==> config.mk <==
export PLATFORM = sky130hd
export DESIGN_NAME = mdp_port
export DESIGN_NICKNAME = d
export VERILOG_FILES = /design/src/rtl/mdp_pkg.sv /design/src/rtl/mdp_decode.sv /design/src/rtl/mdp_regfile.sv /design/src/rtl/mdp_mul.sv /design/src/rtl/mdp_switch.sv /design/src/rtl/mdp_port.sv
export SDC_FILE = /design/constraint.sdc
export NUM_CORES = 1
export LEC_CHECK = 0
export CAP_MARGIN = 15
export CORE_MARGIN = 4
export CORE_UTILIZATION = 35
export CTS_CLUSTER_DIAMETER = 30
export DETAILED_ROUTE_END_ITERATION = 16
export DONT_BUFFER_PORTS = 1
export GPL_ROUTABILITY_DRIVEN = 0
export GPL_TIMING_DRIVEN = 0
export PLACE_DENSITY = 0.6
export SLEW_MARGIN = 20
export SYNTH_ARGS = -nofsm -noshare
export SYNTH_HDL_FRONTEND = slang
export SYNTH_HIERARCHICAL = 1
export SYNTH_SLANG_ARGS = --single-unit
==> constraint.sdc <==
create_clock -name clk -period 5.75 [get_ports clk]
set_input_delay 0 -clock clk [delete_from_list [all_inputs] [get_ports clk]]
set_output_delay 0 -clock clk [all_outputs]
set_load 0.02 [all_outputs]
==> src/rtl/mdp_pkg.sv <==
package mdp_pkg;
  localparam int unsigned NREG    = 3;
  localparam int unsigned REG_OPA = 0;
  localparam int unsigned REG_OPB = 1;
  localparam int unsigned REG_SCR = 2;

  typedef enum logic [1:0] {
    SEL_PROD_LO = 2'd0,
    SEL_PROD_HI = 2'd1,
    SEL_SCRATCH = 2'd2,
    SEL_SWITCH  = 2'd3
  } rd_sel_e;
endpackage

==> src/rtl/mdp_decode.sv <==
module mdp_decode
  import mdp_pkg::*;
#(
  parameter int unsigned         ADDR_W   = 16,
  parameter int unsigned         WIN_LOG2 = 12,
  parameter logic [ADDR_W-1:0]   WIN_BASE = 16'h5000,
  parameter logic [ADDR_W-1:0]   DEC_MASK = 16'h5C03,
  parameter logic [ADDR_W-1:0]   ADR_OPA  = 16'h5800,
  parameter logic [ADDR_W-1:0]   ADR_OPB  = 16'h5801,
  parameter logic [ADDR_W-1:0]   ADR_SCR  = 16'h5803
) (
  input  logic [ADDR_W-1:0] addr,
  output logic              in_win,
  output rd_sel_e           rd_sel,
  output logic [NREG-1:0]   reg_hit
);
  logic [ADDR_W-1:0] masked;

  always_comb begin
    masked  = addr & DEC_MASK;
    in_win  = (addr[ADDR_W-1:WIN_LOG2] == WIN_BASE[ADDR_W-1:WIN_LOG2]);
    reg_hit = '0;
    rd_sel  = SEL_SWITCH;
    if (masked == ADR_OPA) begin
      reg_hit[REG_OPA] = 1'b1;
      rd_sel           = SEL_PROD_LO;
    end else if (masked == ADR_OPB) begin
      reg_hit[REG_OPB] = 1'b1;
      rd_sel           = SEL_PROD_HI;
    end else if (masked == ADR_SCR) begin
      reg_hit[REG_SCR] = 1'b1;
      rd_sel           = SEL_SCRATCH;
    end
  end
endmodule

==> src/rtl/mdp_regfile.sv <==
module mdp_regfile
  import mdp_pkg::*;
#(
  parameter int unsigned DATA_W = 8
) (
  input  logic                        clk,
  input  logic                        rst,
  input  logic [NREG-1:0]             wr_sel,
  input  logic [DATA_W-1:0]           wr_data,
  output logic [NREG-1:0][DATA_W-1:0] q
);
  AST_WR_ONEHOT: assert property (@(posedge clk) disable iff (rst)
    $onehot0(wr_sel));

  for (genvar i = 0; i < NREG; i++) begin : g_reg
    always_ff @(posedge clk) begin
      if (rst)            q[i] <= '0;
      else if (wr_sel[i]) q[i] <= wr_data;
    end

    AST_REG_LOAD: assert property (@(posedge clk) disable iff (rst)
      wr_sel[i] |=> q[i] == $past(wr_data));
    AST_REG_HOLD: assert property (@(posedge clk) disable iff (rst)
      !wr_sel[i] |=> $stable(q[i]));
  end
endmodule

==> src/rtl/mdp_mul.sv <==
module mdp_mul #(
  parameter int unsigned DATA_W = 8
) (
  input  logic [DATA_W-1:0]   op_a,
  input  logic [DATA_W-1:0]   op_b,
  output logic [2*DATA_W-1:0] prod
);
  localparam int unsigned PW = 2 * DATA_W;

  always_comb begin
    prod = PW'(op_a) * PW'(op_b);
  end
endmodule

==> src/rtl/mdp_switch.sv <==
module mdp_switch #(
  parameter int unsigned DATA_W = 8,
  parameter int unsigned SW_W   = 2
) (
  input  logic              clk,
  input  logic              rst,
  input  logic              step,
  output logic [DATA_W-1:0] value
);
  localparam int unsigned LOW_W = DATA_W - SW_W;

  logic [SW_W-1:0] cnt;

  always_ff @(posedge clk) begin
    if (rst)       cnt <= '0;
    else if (step) cnt <= cnt + 1'b1;
  end

  assign value = {cnt, {LOW_W{1'b0}}};

  AST_SW_STEP: assert property (@(posedge clk) disable iff (rst)
    step |=> cnt == $past(cnt) + 1'b1);
  AST_SW_HOLD: assert property (@(posedge clk) disable iff (rst)
    !step |=> $stable(cnt));
endmodule

==> src/rtl/mdp_port.sv <==
module mdp_port
  import mdp_pkg::*;
#(
  parameter int unsigned       ADDR_W   = 16,
  parameter int unsigned       DATA_W   = 8,
  parameter int unsigned       SW_W     = 2,
  parameter int unsigned       WIN_LOG2 = 12,
  parameter logic [ADDR_W-1:0] WIN_BASE = 16'h5000,
  parameter logic [ADDR_W-1:0] DEC_MASK = 16'h5C03,
  parameter logic [ADDR_W-1:0] ADR_OPA  = 16'h5800,
  parameter logic [ADDR_W-1:0] ADR_OPB  = 16'h5801,
  parameter logic [ADDR_W-1:0] ADR_SCR  = 16'h5803
) (
  input  logic              clk,
  input  logic              rst,
  input  logic [ADDR_W-1:0] addr,
  input  logic              wr_en,
  input  logic [DATA_W-1:0] wr_data,
  input  logic              rd_en,
  output logic [DATA_W-1:0] rd_data,
  input  logic              dip_step
);
  localparam int unsigned PW    = 2 * DATA_W;
  localparam int unsigned LOW_W = DATA_W - SW_W;

  logic                        in_win;
  rd_sel_e                     rd_sel;
  logic [NREG-1:0]             reg_hit;
  logic [NREG-1:0]             wr_sel;
  logic [NREG-1:0][DATA_W-1:0] regs;
  logic [PW-1:0]               prod;
  logic [DATA_W-1:0]           sw_val;
  logic [DATA_W-1:0]           rd_next;
  logic                        rd_fire;

  mdp_decode #(
    .ADDR_W(ADDR_W), .WIN_LOG2(WIN_LOG2), .WIN_BASE(WIN_BASE),
    .DEC_MASK(DEC_MASK), .ADR_OPA(ADR_OPA), .ADR_OPB(ADR_OPB), .ADR_SCR(ADR_SCR)
  ) u_decode (
    .addr(addr), .in_win(in_win), .rd_sel(rd_sel), .reg_hit(reg_hit)
  );

  assign wr_sel  = (wr_en && in_win) ? reg_hit : '0;
  assign rd_fire = rd_en && in_win;

  mdp_regfile #(.DATA_W(DATA_W)) u_regs (
    .clk(clk), .rst(rst), .wr_sel(wr_sel), .wr_data(wr_data), .q(regs)
  );

  mdp_mul #(.DATA_W(DATA_W)) u_mul (
    .op_a(regs[REG_OPA]), .op_b(regs[REG_OPB]), .prod(prod)
  );

  mdp_switch #(.DATA_W(DATA_W), .SW_W(SW_W)) u_switch (
    .clk(clk), .rst(rst), .step(dip_step), .value(sw_val)
  );

  always_comb begin
    unique case (rd_sel)
      SEL_PROD_LO: rd_next = prod[DATA_W-1:0];
      SEL_PROD_HI: rd_next = prod[PW-1:DATA_W];
      SEL_SCRATCH: rd_next = regs[REG_SCR];
      default:     rd_next = sw_val;
    endcase
  end

  always_ff @(posedge clk) begin
    if (rst)          rd_data <= '0;
    else if (rd_fire) rd_data <= rd_next;
  end

  AST_RD_HOLD: assert property (@(posedge clk) disable iff (rst)
    !rd_fire |=> $stable(rd_data));
  AST_SW_LOW_ZERO: assert property (@(posedge clk) disable iff (rst)
    (rd_fire && rd_sel == SEL_SWITCH) |=> rd_data[LOW_W-1:0] == '0);
  AST_PROD_LO: assert property (@(posedge clk) disable iff (rst)
    (rd_fire && rd_sel == SEL_PROD_LO) |=> rd_data == $past(prod[DATA_W-1:0]));
endmodule

== After elaboration in Yosys (flattened, before gate mapping) ==
Index checks and enable logic that the tools add are counted.

* Flip-flop bits (word level): 34
* Input bits: 29

* Add/sub/neg operators: 1
* Reduce and logical (&&, ||, !) cells: 3
* Eq/ne operators: 6
* Multipliers: 1
* Muxes and demuxes: 10

{| class="wikitable"
|+ Operators by type and width
! cell !! number
|-
| 8-bit case mux with 3 select lines || 1
|-
| 6-bit equality test (second input constant) || 3
|-
| 8-bit by 8-bit multiplier with 16-bit output || 1
|-
| 2-bit 2-to-1 mux || 3
|-
| 1-bit 2-to-1 mux || 5
|-
| 4-bit by 3-bit equality test with 1-bit output (second input constant) || 1
|-
| 3-bit 2-to-1 mux || 1
|-
| 2-bit by 1-bit adder with 2-bit output (second input constant) || 1
|-
| 2-bit by 1-bit equality test with 1-bit output (second input constant) || 1
|-
| 2-bit equality test (second input constant) || 1
|-
| 1-bit logical AND || 2
|-
| 2-bit zero test || 1
|}

== Depth between registers and ports, before layout ==
* Depth after elaboration: 6
* Mapped depth: 18

== Modules after synthesis ==
Netlist, hierarchy kept.

{| class="wikitable"
|+ Modules (own cells, without submodules)
! module !! cells each !! sequential area each (sq um) !! area an instance (sq um) !! instances
|-
| mdp_mul || 259 || 0.0 || 2214.6 || 1
|-
| mdp_regfile || 77 || 480.5 || 859.6 || 1
|-
| mdp_port || 57 || 160.2 || 558.0 || 1
|-
| mdp_switch || 14 || 40.0 || 127.6 || 1
|-
| mdp_decode || 10 || 0.0 || 76.3 || 1
|}

== Worst setup path after synthesis ==
No wires, ideal clock.

* Path type: register to register
* From: register u_regs/q[12] (netlist name)
* To: register rd_data[7]
* Clock period less this slack: 4372 ps
* Path slack: 1378 ps
* Required time: 5633 ps
* Setup time: 117 ps
* Stages on the path, launching flop included: 19
* Buffers on the path: 0
* Data arrival time: 4255 ps
* Cells stage by stage: dfxtp_1 -> and2_1 -> fa_1 -> inv_1 -> fa_1 -> inv_1 -> fa_1 -> inv_1 -> fa_1 -> inv_1 -> ha_1 -> o21a_1 -> o31a_4 -> o311ai_4 -> mux2i_1 -> nor3_1 -> mux2_4 -> a22oi_1 -> nand2_1

* Word-level cells in the longest chain between the ends: 2

{| class="wikitable"
|+ Ends and longest elaborated chain
! element !! RTL line !! RTL
|-
| start, declared || mdp_regfile.sv:10 || <nowiki>output logic [NREG-1:0][DATA_W-1:0] q</nowiki>
|-
| start signal, assigned by index || mdp_regfile.sv:18 || <nowiki>else if (wr_sel[i]) q[i] <= wr_data;</nowiki>
|-
| 8-bit by 8-bit multiplier with 16-bit output || mdp_mul.sv:11 || <nowiki>prod = PW'(op_a) * PW'(op_b);</nowiki>
|-
| named net prod[15] || mdp_port.sv:31 || <nowiki>logic [PW-1:0] prod;</nowiki>
|-
| 8-bit case mux with 3 select lines || mdp_port.sv:59 || <nowiki>unique case (rd_sel)</nowiki>
|-
| end signal, assigned || mdp_port.sv:69 || <nowiki>else if (rd_fire) rd_data <= rd_next;</nowiki>
|-
| end, declared || mdp_port.sv:20 || <nowiki>output logic [DATA_W-1:0] rd_data,</nowiki>
|}

The timed path passes the listed nets, and every way through them passes these cells.
A chain may end at the register's enable or synchronous reset.

== Worst setup path after layout ==
* From: register u_regs/q[15] (netlist name)
* To: register rd_data[5]

The elaborated chain is that of the path after synthesis.

==> results_dict.tcl <==
set metrics [dict create \
    grt_max_degree 11 \
    clockBufferDepth 2 \
    antenna_found_initial 0 \
    place.port_buffers 0 \
    p_switching_mw 0.09970 \
    crit_chain "nand2_1 > fa_1 > fa_1 > inv_1 > fa_1 > inv_1 > fa_1 > inv_1 > ha_1 > o21a_1 > o31a_4 > o311ai_1 > o311ai_1 > mux2_4 > a22oi_1 > nand2_1" \
    p_seq_share_pct 53.2 \
    clkLatencyLatePin_ns 0.28 \
    tns_ns 0 \
    start_kind "register" \
    syn_avg_cell_area_um2 9.199 \
    end_kind "register" \
    finalCritPeriodShare_pct 84.18 \
    diodes 0 \
    grt_pass1_wl_um 14630 \
    dp_hpwl_um 6938 \
    cp_data_required_time_ns 5.93 \
    power_density_nw_per_um2 106.6 \
    cap_violations 0 \
    max_slew_margin_pct 56.88 \
    seq_area_frac_synth_pct 17.74 \
    synth_common_cells "52 x inv_1, 49 x and2_1, 37 x nand2_1, 36 x fa_1, 36 x ha_1" \
    dieArea_um2 12700 \
    cp_top_family "adder cells" \
    std_cell_rows 37 \
    rsz0062_at_grt "false" \
    outcome "finished clean" \
    async_flop_share_pct 0 \
    critPathKind "reg2reg" \
    max_freq_ghz 0.2066 \
    drv_slew 0 \
    grt.total_usage_pct 14.00 \
    slowest_delay_ns 0.55 \
    hold-worst-slack_ns 0.005913 \
    die_y_um 112.7 \
    htree_num_levels 2 \
    cts_tree "yes" \
    cts_buffers 5 \
    fin_nets 541 \
    drc_errors 0 \
    core_um2 10510 \
    postPlaceCellArea_um2 4025 \
    synth_cells 417 \
    overflow 0 \
    first_iter_violations 83 \
    wire_per_inst_um 14.59 \
    clock-sinks 34 \
    fin_area_um2 4227 \
    synth_cell_types 57 \
    synth_top_area_share_pct 18.79 \
    yosys-top-cells-area "fa_1 19%, dfxtp_1 18%, ha_1 12%, and2_1 8.0%, mux2i_1 6.5%" \
    switching_share_pct 22.12 \
    post_cts_buffers 0 \
    p_leak_nw 2.049 \
    postLayoutCoreUtil_pct 40.22 \
    clk_pin_slew_ns 0.07 \
    vias 2889 \
    synth_top_cell_by_area "fa_1" \
    layout-drive-gt1-share_pct 11.11 \
    initial_core_util_pct 36.50 \
    synth_warnings 6 \
    cts-root-buf "clkbuf_8" \
    comb_power_share_pct 6.8 \
    syn_area_um2 3836 \
    cpMostUsedCell "fa_1" \
    ir_worst_vdd_v 0.0001466 \
    clock_skew_ns 0.005037 \
    worst_pin_slew_ns 0.6469 \
    wirelength_um 8421 \
    finalSetupViolations 0 \
    antenna_left 0 \
    area_delta_synth_final_pct 10.18 \
    first_pass_iters 6 \
    crit_slowest_cell "dfxtp_1" \
    p_clk_share_pct 40.0 \
    intPower_mw 0.3510 \
    hold_viol_final 0 \
    min_period_ns 4.841 \
    ys_ff_latch 34 \
    grt_pass1_vias 3033 \
    ys.flop_type "dfxtp_1" \
    die_w_um 112.7 \
    crit_fanout 9 \
    path_buf_inv 3 \
    hp-class "in2reg" \
    synth_edf_count 0 \
    post_drt_via_cell_ratio 5.007 \
    critPathArrivalTime_ns 5.02 \
    synth_most_common_cell "inv_1" \
    ios 37 \
]
-- metrics by stage --
step | power [mW] | setup slack [ns] | std cells
3_3_place_gp | 0.2649 | 0.9228 | 558
2_1_floorplan | 0.2625 | 1.378 | 422
3_5_place_dp | 0.2656 | 0.9202 | 558
5_1_grt | 0.4709 | 0.5898 | 577
4_1_cts | 0.4572 | 0.8892 | 577
6_report | 0.4507 | 0.9094 | 577
-- per-layer routing --
layer	part of all wire [%]	GRT usage (%)
met4	1.2	3.205
met5	0	0
met1	44	18.22
met2	49	24.57
met3	5.1	1.979
-- worst reg2reg max path: cells and delay by family (launching register included) --
| kind | cells | cell delay (ns) |
|---|---|---|
| simple gates | 2 | 0.22 |
| compound gates | 5 | 1.02 |
| buf+inv | 3 | 0.16 |
| flops | 1 | 0.55 |
| mux | 1 | 0.29 |
| fa+ha+maj | 5 | 2.51 |
-- cells by family (layout without fill, tap and decap cells) --
family | after synthesis | in the layout | synth area share [%]
DFF | 34 | 34 | 17.74
adders and majority gates | 72 | 72 | 30.53
other | 1 | 6 | 0.09775
buffers and inverters | 69 | 88 | 8.904
xor gates and xnor gates | 6 | 6 | 1.370
and+or+nand+nor | 146 | 146 | 20.22
muxes | 41 | 41 | 11.61
AOI/OAI and AO/OA | 48 | 48 | 9.524
-- layout by cell type (no fill, tap or decap), drive strengths merged, types with 2 or more instances in the layout --
master / count
inv: 52
and2: 49
nand2: 37
fa: 36
ha: 36
dfxtp: 34
nor2: 33
mux2i: 25
mux2: 16
buf: 15
dlygate4sd3: 11
a21oi: 11
clkbuf: 9
a22oi: 7
nor3: 6
conb: 6
o21ai: 6
a21o: 5
xnor2: 4
and3: 4
or2: 3
o311ai: 3
a21boi: 2
nand3b: 2
nand2b: 2
xor2: 2
a211oi: 2
o31ai: 2
nand4b: 2
o21a: 2
-- power by group through the flow --
| stage | clock network (mW) | logic [mW] | registers, mW |
|---|---|---|---|
| global route | 0.198 | 0.0332 | 0.240 |
| global placement | 0 | 0.0197 | 0.245 |
| CTS | 0.187 | 0.0305 | 0.240 |
| finish | 0.180 | 0.0307 | 0.240 |
| detailed placement | 0 | 0.0202 | 0.245 |
| floorplan | 0 | 0.0179 | 0.245 |
-- cell type report --
cell class              instances  area [um^2]
well taps                     136        170.2
repair buffers                 11        110.1
plain buffers                  17        146.4
fillers                      1056         6282
clock inverters                 1        5.005
inverters                      52        195.2
flip-flops and latches         34        680.7
clock buffers                   7        86.33
multi-input cells             319         2833
-- timing repair --
item,CTS,global route
hold buffers,11,0
endpoints found under the hold margin,26,0
gates resized for setup,0,0
-- path summary, 6_finish.rpt --
path	from	slack [ns]	end	cells after the start
setup / recovery	u_regs/q[15]	0.91	rd_data[5]	16
hold / removal	rst	0.006	rd_data[7]	3
setup reg to reg	u_regs/q[15]	0.91	rd_data[5]	16
hold reg to reg	u_regs/q[21]	0.50	u_regs/q[21]	2
-- state kept, by name, summed over array words and instances (netlist names) --
| name | cells |
|---|---|
| u_switch/cnt | 2 |
| u_regs/q | 24 |
| rd_data | 8 |
No activity file was read; power rests on OpenSTA's default activity.
